## config.mk

```make
export PLATFORM = sky130hd
export DESIGN_NAME = snoop_msi_cluster
export DESIGN_NICKNAME = d
export VERILOG_FILES = /design/src/rtl/msi_pkg.sv /design/src/rtl/msi_rr_arb.sv /design/src/rtl/msi_mem.sv /design/src/rtl/msi_cache_ctl.sv /design/src/rtl/snoop_msi_cluster.sv
export SDC_FILE = /design/constraint.sdc
export NUM_CORES = 1
export LEC_CHECK = 0
export BUFFER_PORTS_ARGS = -buffer_cell sky130_fd_sc_hd__buf_2
export CAP_MARGIN = 20
export CORE_MARGIN = 2
export CORE_UTILIZATION = 40
export CTS_CLUSTER_DIAMETER = 80
export CTS_CLUSTER_SIZE = 8
export DETAILED_ROUTE_END_ITERATION = 16
export GPL_TIMING_DRIVEN = 0
export RECOVER_POWER = 50
export SLEW_MARGIN = 20
export SYNTH_ARGS = -nofsm -noshare
export SYNTH_HDL_FRONTEND = slang
export SYNTH_HIERARCHICAL = 1
export SYNTH_SLANG_ARGS = --single-unit
```

## constraint.sdc

```tcl
create_clock -name clk -period 13.6 [get_ports clk]
set_input_delay 3.4 -clock clk [delete_from_list [all_inputs] [get_ports clk]]
set_output_delay 3.4 -clock clk [all_outputs]
set_load 0.01 [all_outputs]
```

## src/rtl/msi_pkg.sv

```systemverilog
package msi_pkg;
   typedef enum logic [1:0] {
      LS_INV = 2'd0,
      LS_SHR = 2'd1,
      LS_MOD = 2'd2
   } line_st_e;

   typedef enum logic [1:0] {
      BC_IDLE = 2'd0,
      BC_RD   = 2'd1,
      BC_RDX  = 2'd2,
      BC_UPG  = 2'd3
   } bus_cmd_e;
endpackage

```

## src/rtl/msi_rr_arb.sv

```systemverilog
module msi_rr_arb #(
   parameter int N    = 4,
   parameter int ID_W = 2
) (
   input  logic          clk,
   input  logic          rst_n,
   input  logic [N-1:0]  req,
   output logic [N-1:0]  grant,
   output logic [ID_W-1:0] gnt_id
);
   logic [ID_W-1:0] last_q;

   always_comb begin
      grant  = '0;
      gnt_id = '0;
      for (int k = 1; k <= N; k++) begin
         automatic int c = (int'(last_q) + k) % N;
         if (req[c] && (grant == '0)) begin
            grant[c] = 1'b1;
            gnt_id   = ID_W'(c);
         end
      end
   end

   always_ff @(posedge clk) begin
      if (!rst_n)       last_q <= ID_W'(N - 1);
      else if (|grant)  last_q <= gnt_id;
   end
endmodule

```

## src/rtl/msi_mem.sv

```systemverilog
module msi_mem #(
   parameter int ADDR_W = 5,
   parameter int DATA_W = 8
) (
   input  logic              clk,
   input  logic              rst_n,
   input  logic [ADDR_W-1:0] rd_addr,
   output logic [DATA_W-1:0] rd_data,
   input  logic              wa_en,
   input  logic [ADDR_W-1:0] wa_addr,
   input  logic [DATA_W-1:0] wa_data,
   input  logic              wb_en,
   input  logic [ADDR_W-1:0] wb_addr,
   input  logic [DATA_W-1:0] wb_data
);
   localparam int DEPTH = 1 << ADDR_W;

   logic [DATA_W-1:0] mem_q [DEPTH];

   assign rd_data = mem_q[rd_addr];

   always_ff @(posedge clk) begin
      if (!rst_n) begin
         for (int i = 0; i < DEPTH; i++) mem_q[i] <= '0;
      end else begin
         if (wa_en) mem_q[wa_addr] <= wa_data;
         if (wb_en) mem_q[wb_addr] <= wb_data;
      end
   end
endmodule

```

## src/rtl/msi_cache_ctl.sv

```systemverilog
module msi_cache_ctl
   import msi_pkg::*;
#(
   parameter int ADDR_W = 5,
   parameter int DATA_W = 8,
   parameter int IDX_W  = 2,
   parameter int SETS   = 1 << IDX_W,
   parameter int TAG_W  = ADDR_W - IDX_W
) (
   input  logic              clk,
   input  logic              rst_n,
   input  logic              cpu_req,
   input  logic              cpu_we,
   input  logic [ADDR_W-1:0] cpu_addr,
   input  logic [DATA_W-1:0] cpu_wdata,
   output logic              cpu_done,
   output logic [DATA_W-1:0] cpu_rdata,
   output logic              bus_req,
   output bus_cmd_e          bus_cmd_req,
   input  logic              grant,
   input  logic              bus_valid,
   input  bus_cmd_e          bus_cmd,
   input  logic [ADDR_W-1:0] bus_addr,
   input  logic [DATA_W-1:0] fill_data,
   output logic              snp_dirty,
   output logic [DATA_W-1:0] snp_data,
   output logic              victim_wb,
   output logic [ADDR_W-1:0] victim_addr,
   output logic [DATA_W-1:0] victim_data,
   output logic [SETS*2-1:0]     obs_state,
   output logic [SETS*TAG_W-1:0] obs_tag
);
   line_st_e          st_q  [SETS];
   logic [TAG_W-1:0]  tag_q [SETS];
   logic [DATA_W-1:0] dat_q [SETS];
   logic              done_q;
   logic [DATA_W-1:0] rdata_q;

   logic [IDX_W-1:0] r_idx, s_idx;
   logic [TAG_W-1:0] r_tag, s_tag;
   logic hit, local_ok, active, local_go, s_hit;

   assign r_idx = cpu_addr[IDX_W-1:0];
   assign r_tag = cpu_addr[ADDR_W-1:IDX_W];
   assign s_idx = bus_addr[IDX_W-1:0];
   assign s_tag = bus_addr[ADDR_W-1:IDX_W];

   assign hit      = (st_q[r_idx] != LS_INV) && (tag_q[r_idx] == r_tag);
   assign local_ok = hit && (!cpu_we || (st_q[r_idx] == LS_MOD));
   assign active   = cpu_req && !done_q;
   assign bus_req  = active && !local_ok;
   assign bus_cmd_req = !cpu_we ? BC_RD : (hit ? BC_UPG : BC_RDX);
   // a local hit must not race a snoop update of the same array
   assign local_go = active && local_ok && !bus_valid;

   assign victim_wb   = grant && !hit && (st_q[r_idx] == LS_MOD);
   assign victim_addr = {tag_q[r_idx], r_idx};
   assign victim_data = dat_q[r_idx];

   assign s_hit     = bus_valid && !grant && (st_q[s_idx] != LS_INV) && (tag_q[s_idx] == s_tag);
   assign snp_dirty = s_hit && (st_q[s_idx] == LS_MOD);
   assign snp_data  = dat_q[s_idx];

   assign cpu_done  = done_q;
   assign cpu_rdata = rdata_q;

   always_comb begin
      for (int s = 0; s < SETS; s++) begin
         obs_state[s*2 +: 2]        = st_q[s];
         obs_tag[s*TAG_W +: TAG_W]  = tag_q[s];
      end
   end

   always_ff @(posedge clk) begin
      if (!rst_n) begin
         for (int s = 0; s < SETS; s++) begin
            st_q[s]  <= LS_INV;
            tag_q[s] <= '0;
            dat_q[s] <= '0;
         end
         done_q  <= 1'b0;
         rdata_q <= '0;
      end else begin
         done_q <= 1'b0;
         if (s_hit) st_q[s_idx] <= (bus_cmd == BC_RD) ? LS_SHR : LS_INV;
         if (grant) begin
            st_q[r_idx]  <= cpu_we ? LS_MOD : LS_SHR;
            tag_q[r_idx] <= r_tag;
            dat_q[r_idx] <= cpu_we ? cpu_wdata : fill_data;
            rdata_q      <= cpu_we ? cpu_wdata : fill_data;
            done_q       <= 1'b1;
         end else if (local_go) begin
            if (cpu_we) dat_q[r_idx] <= cpu_wdata;
            rdata_q <= cpu_we ? cpu_wdata : dat_q[r_idx];
            done_q  <= 1'b1;
         end
      end
   end
endmodule

```

## src/rtl/snoop_msi_cluster.sv

```systemverilog
module snoop_msi_cluster
   import msi_pkg::*;
#(
   parameter int N_CACHE = 4,
   parameter int ADDR_W  = 5,
   parameter int DATA_W  = 8,
   parameter int IDX_W   = 2,
   parameter int ID_W    = $clog2(N_CACHE)
) (
   input  logic                        clk,
   input  logic                        rst_n,
   input  logic [N_CACHE-1:0]          cpu_req,
   input  logic [N_CACHE-1:0]          cpu_we,
   input  logic [N_CACHE*ADDR_W-1:0]   cpu_addr,
   input  logic [N_CACHE*DATA_W-1:0]   cpu_wdata,
   output logic [N_CACHE-1:0]          cpu_done,
   output logic [N_CACHE*DATA_W-1:0]   cpu_rdata,
   output logic                        bus_valid,
   output logic [1:0]                  bus_cmd,
   output logic [ADDR_W-1:0]           bus_addr,
   output logic [ID_W-1:0]             bus_src
);
   localparam int SETS  = 1 << IDX_W;
   localparam int TAG_W = ADDR_W - IDX_W;

   if (N_CACHE < 2) begin : g_bad_n
      $error("N_CACHE must be at least 2");
   end
   if (IDX_W < 1 || IDX_W >= ADDR_W) begin : g_bad_idx
      $error("IDX_W must lie between 1 and ADDR_W-1");
   end
   if (ADDR_W > 12) begin : g_bad_aw
      $error("ADDR_W too large for the flat memory model");
   end
   if (ID_W != $clog2(N_CACHE)) begin : g_bad_id
      $error("ID_W must equal clog2(N_CACHE)");
   end

   logic [N_CACHE-1:0] breq, grant, sdirty, vwb;
   bus_cmd_e           creq  [N_CACHE];
   logic [DATA_W-1:0]  sdata [N_CACHE];
   logic [DATA_W-1:0]  vdata [N_CACHE];
   logic [ADDR_W-1:0]  vaddr [N_CACHE];
   logic [N_CACHE*SETS*2-1:0]     obs_st_flat;
   logic [N_CACHE*SETS*TAG_W-1:0] obs_tag_flat;

   bus_cmd_e          bus_cmd_w;
   logic              any_dirty, v_we;
   logic [DATA_W-1:0] own_data, v_d, mem_rd, fill_data;
   logic [ADDR_W-1:0] v_a;

   msi_rr_arb #(.N(N_CACHE), .ID_W(ID_W)) u_arb (
      .clk(clk), .rst_n(rst_n), .req(breq), .grant(grant), .gnt_id(bus_src)
   );

   assign bus_valid = |grant;
   assign bus_cmd   = bus_cmd_w;

   always_comb begin
      bus_cmd_w = BC_IDLE;
      bus_addr  = '0;
      any_dirty = 1'b0;
      own_data  = '0;
      v_we      = 1'b0;
      v_a       = '0;
      v_d       = '0;
      for (int i = 0; i < N_CACHE; i++) begin
         if (grant[i]) begin
            bus_cmd_w = creq[i];
            bus_addr  = cpu_addr[i*ADDR_W +: ADDR_W];
         end
         if (sdirty[i]) begin
            any_dirty = 1'b1;
            own_data  = sdata[i];
         end
         if (vwb[i]) begin
            v_we = 1'b1;
            v_a  = vaddr[i];
            v_d  = vdata[i];
         end
      end
   end

   assign fill_data = any_dirty ? own_data : mem_rd;

   for (genvar i = 0; i < N_CACHE; i++) begin : g_ctl
      msi_cache_ctl #(.ADDR_W(ADDR_W), .DATA_W(DATA_W), .IDX_W(IDX_W)) u_ctl (
         .clk        (clk),
         .rst_n      (rst_n),
         .cpu_req    (cpu_req[i]),
         .cpu_we     (cpu_we[i]),
         .cpu_addr   (cpu_addr[i*ADDR_W +: ADDR_W]),
         .cpu_wdata  (cpu_wdata[i*DATA_W +: DATA_W]),
         .cpu_done   (cpu_done[i]),
         .cpu_rdata  (cpu_rdata[i*DATA_W +: DATA_W]),
         .bus_req    (breq[i]),
         .bus_cmd_req(creq[i]),
         .grant      (grant[i]),
         .bus_valid  (bus_valid),
         .bus_cmd    (bus_cmd_w),
         .bus_addr   (bus_addr),
         .fill_data  (fill_data),
         .snp_dirty  (sdirty[i]),
         .snp_data   (sdata[i]),
         .victim_wb  (vwb[i]),
         .victim_addr(vaddr[i]),
         .victim_data(vdata[i]),
         .obs_state  (obs_st_flat[i*SETS*2 +: SETS*2]),
         .obs_tag    (obs_tag_flat[i*SETS*TAG_W +: SETS*TAG_W])
      );
   end

   msi_mem #(.ADDR_W(ADDR_W), .DATA_W(DATA_W)) u_mem (
      .clk(clk), .rst_n(rst_n),
      .rd_addr(bus_addr), .rd_data(mem_rd),
      .wa_en(v_we), .wa_addr(v_a), .wa_data(v_d),
      .wb_en(any_dirty), .wb_addr(bus_addr), .wb_data(own_data)
   );
endmodule

```

==> results.txt <==
status = finished clean
minimum clock period = 13.40 ns
share of layout cells above drive strength 1 = 24.09%
final worst path period share = 98.52%
WP depth = 20
post-placement cell count = 3,323
Async S/R FF share, synth = 0%
WHS Path Cells = 2
GRT Util Overall = 27.18%
count of cell types in the netlist = 85
fin nets = 2,516
Worst Reg-to-Reg Cells = 29
vias in the first global route = 22,590
Post-Syn Area = 0.02937 mm²
Setup WS pre-CTS = -1.350 ns
gr ovfl total = 0
total negative setup slack = 0 ns
crit-path max cell delay = 0.98 ns
Worst EP required = 10.20 ns
cts bufs inserted = 74
antenna-violating nets left = 0
vias = 22,750
die width = 275.0 µm
I/O pins = 108
core footprint = 0.07283 mm²
Post-Route WL = 103,500 µm
CP bufs+invs = 6
Synth Flop Type = edfxtp_1
Post-Synthesis Cells = 2,241
clock skew = 0.03308 ns
drt via density = 6.609
max-slew violations = 0
die area = 0.07561 mm²
Worst Tran Pin Value = 1.284 ns
clock root buffer = clkbuf_16
syn_area_per_cell = 13.11 µm²
RSZ-0062 raised after global routing = yes
Die Y-Extent = 275.0 µm
critical path endpoint category = output port
Top cell by count, worst path = buf_2
final worst-path setup slack = 0.2017 ns
sequential-to-total area share from yosys stat = 50.03%
first-pass GRT wire length = 150,100 µm
HPWL after DPL = 76,150 µm
H-tree depth = 3
Fmax achieved = 74.64 MHz
critical path launch point type = input pin
CTS tree = built
DR WL/cell = 30.07 µm
Layout area overhead = 15.88%
EDFF count, synth = 464
Clock Pin Slew Worst Setup and Hold Paths = 0.05 ns
initial antenna violation count = 5
Rel. slew slack = 14.43%
slowest stage cell, crit path = a22o_1
number of port buffers = 107
Final setup viols = 0
initial core utilization = 40.33%
worst skew pair latency = 0.62 ns
row count = 99
Yosys warnings = 6
Pre-Repair DR Iteration Count = 6
post-synth net total = 2,311
Cell Chain, Critical Path = buf_2 -> buf_2 -> mux4_2 -> xor2_1 -> nor4_2 -> buf_2 -> a21oi_1 -> mux4_2 -> and3_4 -> buf_6 -> or2_1 -> o211ai_1 -> and2_1 -> nand3_1 -> nand3_1 -> clkbuf_2 -> a21oi_1 -> o21ai_0 -> a22o_1 -> buf_2
Worst Setup Path Type = in2out
synthesis-stage register bit count = 502
CTS Sinks = 502
non-filler cells, final = 3,443
Worst Path Max Fanout = 13
largest net degree at the start of global routing = 23
maximum capacitance violations = 0
CTS Buffer Depth = 3
top cell family by delay on the critical path = simple AND/OR/NAND/NOR gates
DRC Markers = 0
Critical Path AT = 10.00 ns
starting DRC count in detailed routing = 2,567
final hold vios = 0
Hold Path Class = reg2reg
gpl congestion = 1.020
[metrics by stage]
step                utilization [%]  area (µm²)  hold slack (ns)
floorplan                         -       29370           0.4823
global placement              42.71       31110           0.4456
detailed placement            43.10       31390           0.4491
CTS                           46.22       33660           0.4560
global route                  46.73       34040           0.4862
finish                        46.73       34040           0.4575
[cell usage in the layout (no fill, tap or decap), types with 21 or more instances in the layout]
cell	Yosys	layout
edfxtp_1	464	464
a22o_1	291	291
clkbuf_1	148	208
mux4_2	185	185
nand2_1	157	157
nor3_1	118	118
nor2_1	103	96
buf_2	18	91
clkbuf_16	0	77
mux2i_1	69	69
o21ai_0	77	60
a21oi_1	55	55
dfxtp_1	38	38
buf_4	22	34
inv_1	32	33
a221oi_1	33	33
a211oi_2	21	31
nand3_1	29	29
o221ai_4	0	25
nor2b_1	24	24
a221oi_2	24	24
nand2b_1	23	23
xor2_1	21	21
[final cells by class]
type                       count  area [µm²]
fill                        6556       38800
sequential                   502       14690
multi-input combinational   1478       14150
clock buffer                 106        2036
tap                          959        1200
buffer                       222        1045
timing repair buffer         129       711.9
inverter                      39       146.4
clock inverter                 6       43.79
antenna                        2       5.005
[flip-flops by register name, indices dropped and copies added (netlist names)]
name,flops
u_mem/mem_q,256
g_ctl.u_ctl/tag_q,48
g_ctl.u_ctl/st_q,32
g_ctl.u_ctl/dat_q,128
g_ctl.u_ctl/cpu_done,4
u_arb/last_q,2
g_ctl.u_ctl/cpu_rdata,32
[per-layer routing]
metal / track usage [%] / wire, µm / vias to the layer above
met4: 14.05 / 6177 / 4
met1: 33.55 / 37920 / 11480
li1: - / - / 9604
met2: 43.94 / 48930 / 1372
met3: 7.166 / 10500 / 294
met5: 0 / 16 / -
[worst register-to-register path, delay by kind of cell (launching register included)]
kind / cells / cell delay, ns
multiplexers: 3 / 1.45
AND/OR/NAND/NOR: 8 / 2.65
AO/OA/AOI/OAI: 6 / 2.26
buffers and inverters: 10 / 2.86
XOR/XNOR: 2 / 0.34
flip-flops: 1 / 0.41
[cells by family after synthesis]
logic type,Yosys count,share of synthesized area [%]
adder cells (fa/ha/maj),8,0.3408
multiplexers,268,17.23
AO/OA/AOI/OAI,635,17.94
buffers and inverters,261,4.030
XOR/XNOR,21,0.6262
AND/OR/NAND/NOR,546,9.810
flip-flops,502,50.03
[what timing repair did]
action                                  CTS  global route
buffers inserted                          0             6
endpoints found under the setup margin  501           543
hold buffers                              0             0
endpoints found under the hold margin     0             0
pin swaps                                 0             1
gates resized for setup                  34            54
[Yosys cell counts (13+ instances only)]
cell type  number  area [µm²]
dfxtp_1        38       760.7
a22o_1        291        2549
a21oi_1        55       275.3
nand3_1        29       145.1
nor3b_1        13       97.59
nand2b_1       23       143.9
a221oi_2       24       360.4
buf_6          13       146.4
a211oi_2       21       262.8
xor2_1         21       183.9
o21ai_0        77       385.4
clkbuf_1      148       555.5
nor3_1        118       590.6
nor2_1        103       386.6
buf_2          18       90.09
mux4_2        185        4167
o221ai_1       32       280.3
nand2_1       157       589.3
buf_4          22       165.2
inv_1          32       120.1
buf_1          20       75.07
mux2i_1        69       690.7
a211oi_1       14       105.1
nor2b_1        24       150.1
a221oi_1       33       289.0
edfxtp_1      464       13930
[worst paths after layout]
kind / startpoint / endpoint / slack [ns]
worst max-delay path: cpu_addr[5] / bus_addr[3] / 0.20
worst min-delay path: g_ctl[3].u_ctl/cpu_rdata[2]$_SDFFE_PN0P_ / g_ctl[3].u_ctl/cpu_rdata[2]$_SDFFE_PN0P_ / 0.46
worst max register to register: g_ctl[1].u_ctl/tag_q[2][2]$_SDFFCE_PN0P_ / u_mem/mem_q[0][2]$_DFFE_PP_ / 3.26
worst min register to register: g_ctl[3].u_ctl/cpu_rdata[2]$_SDFFE_PN0P_ / g_ctl[3].u_ctl/cpu_rdata[2]$_SDFFE_PN0P_ / 0.46
Power is left out: the tool's default activity adds up to more than one toggle a clock period on the data nets, which glitch-free logic cannot reach.
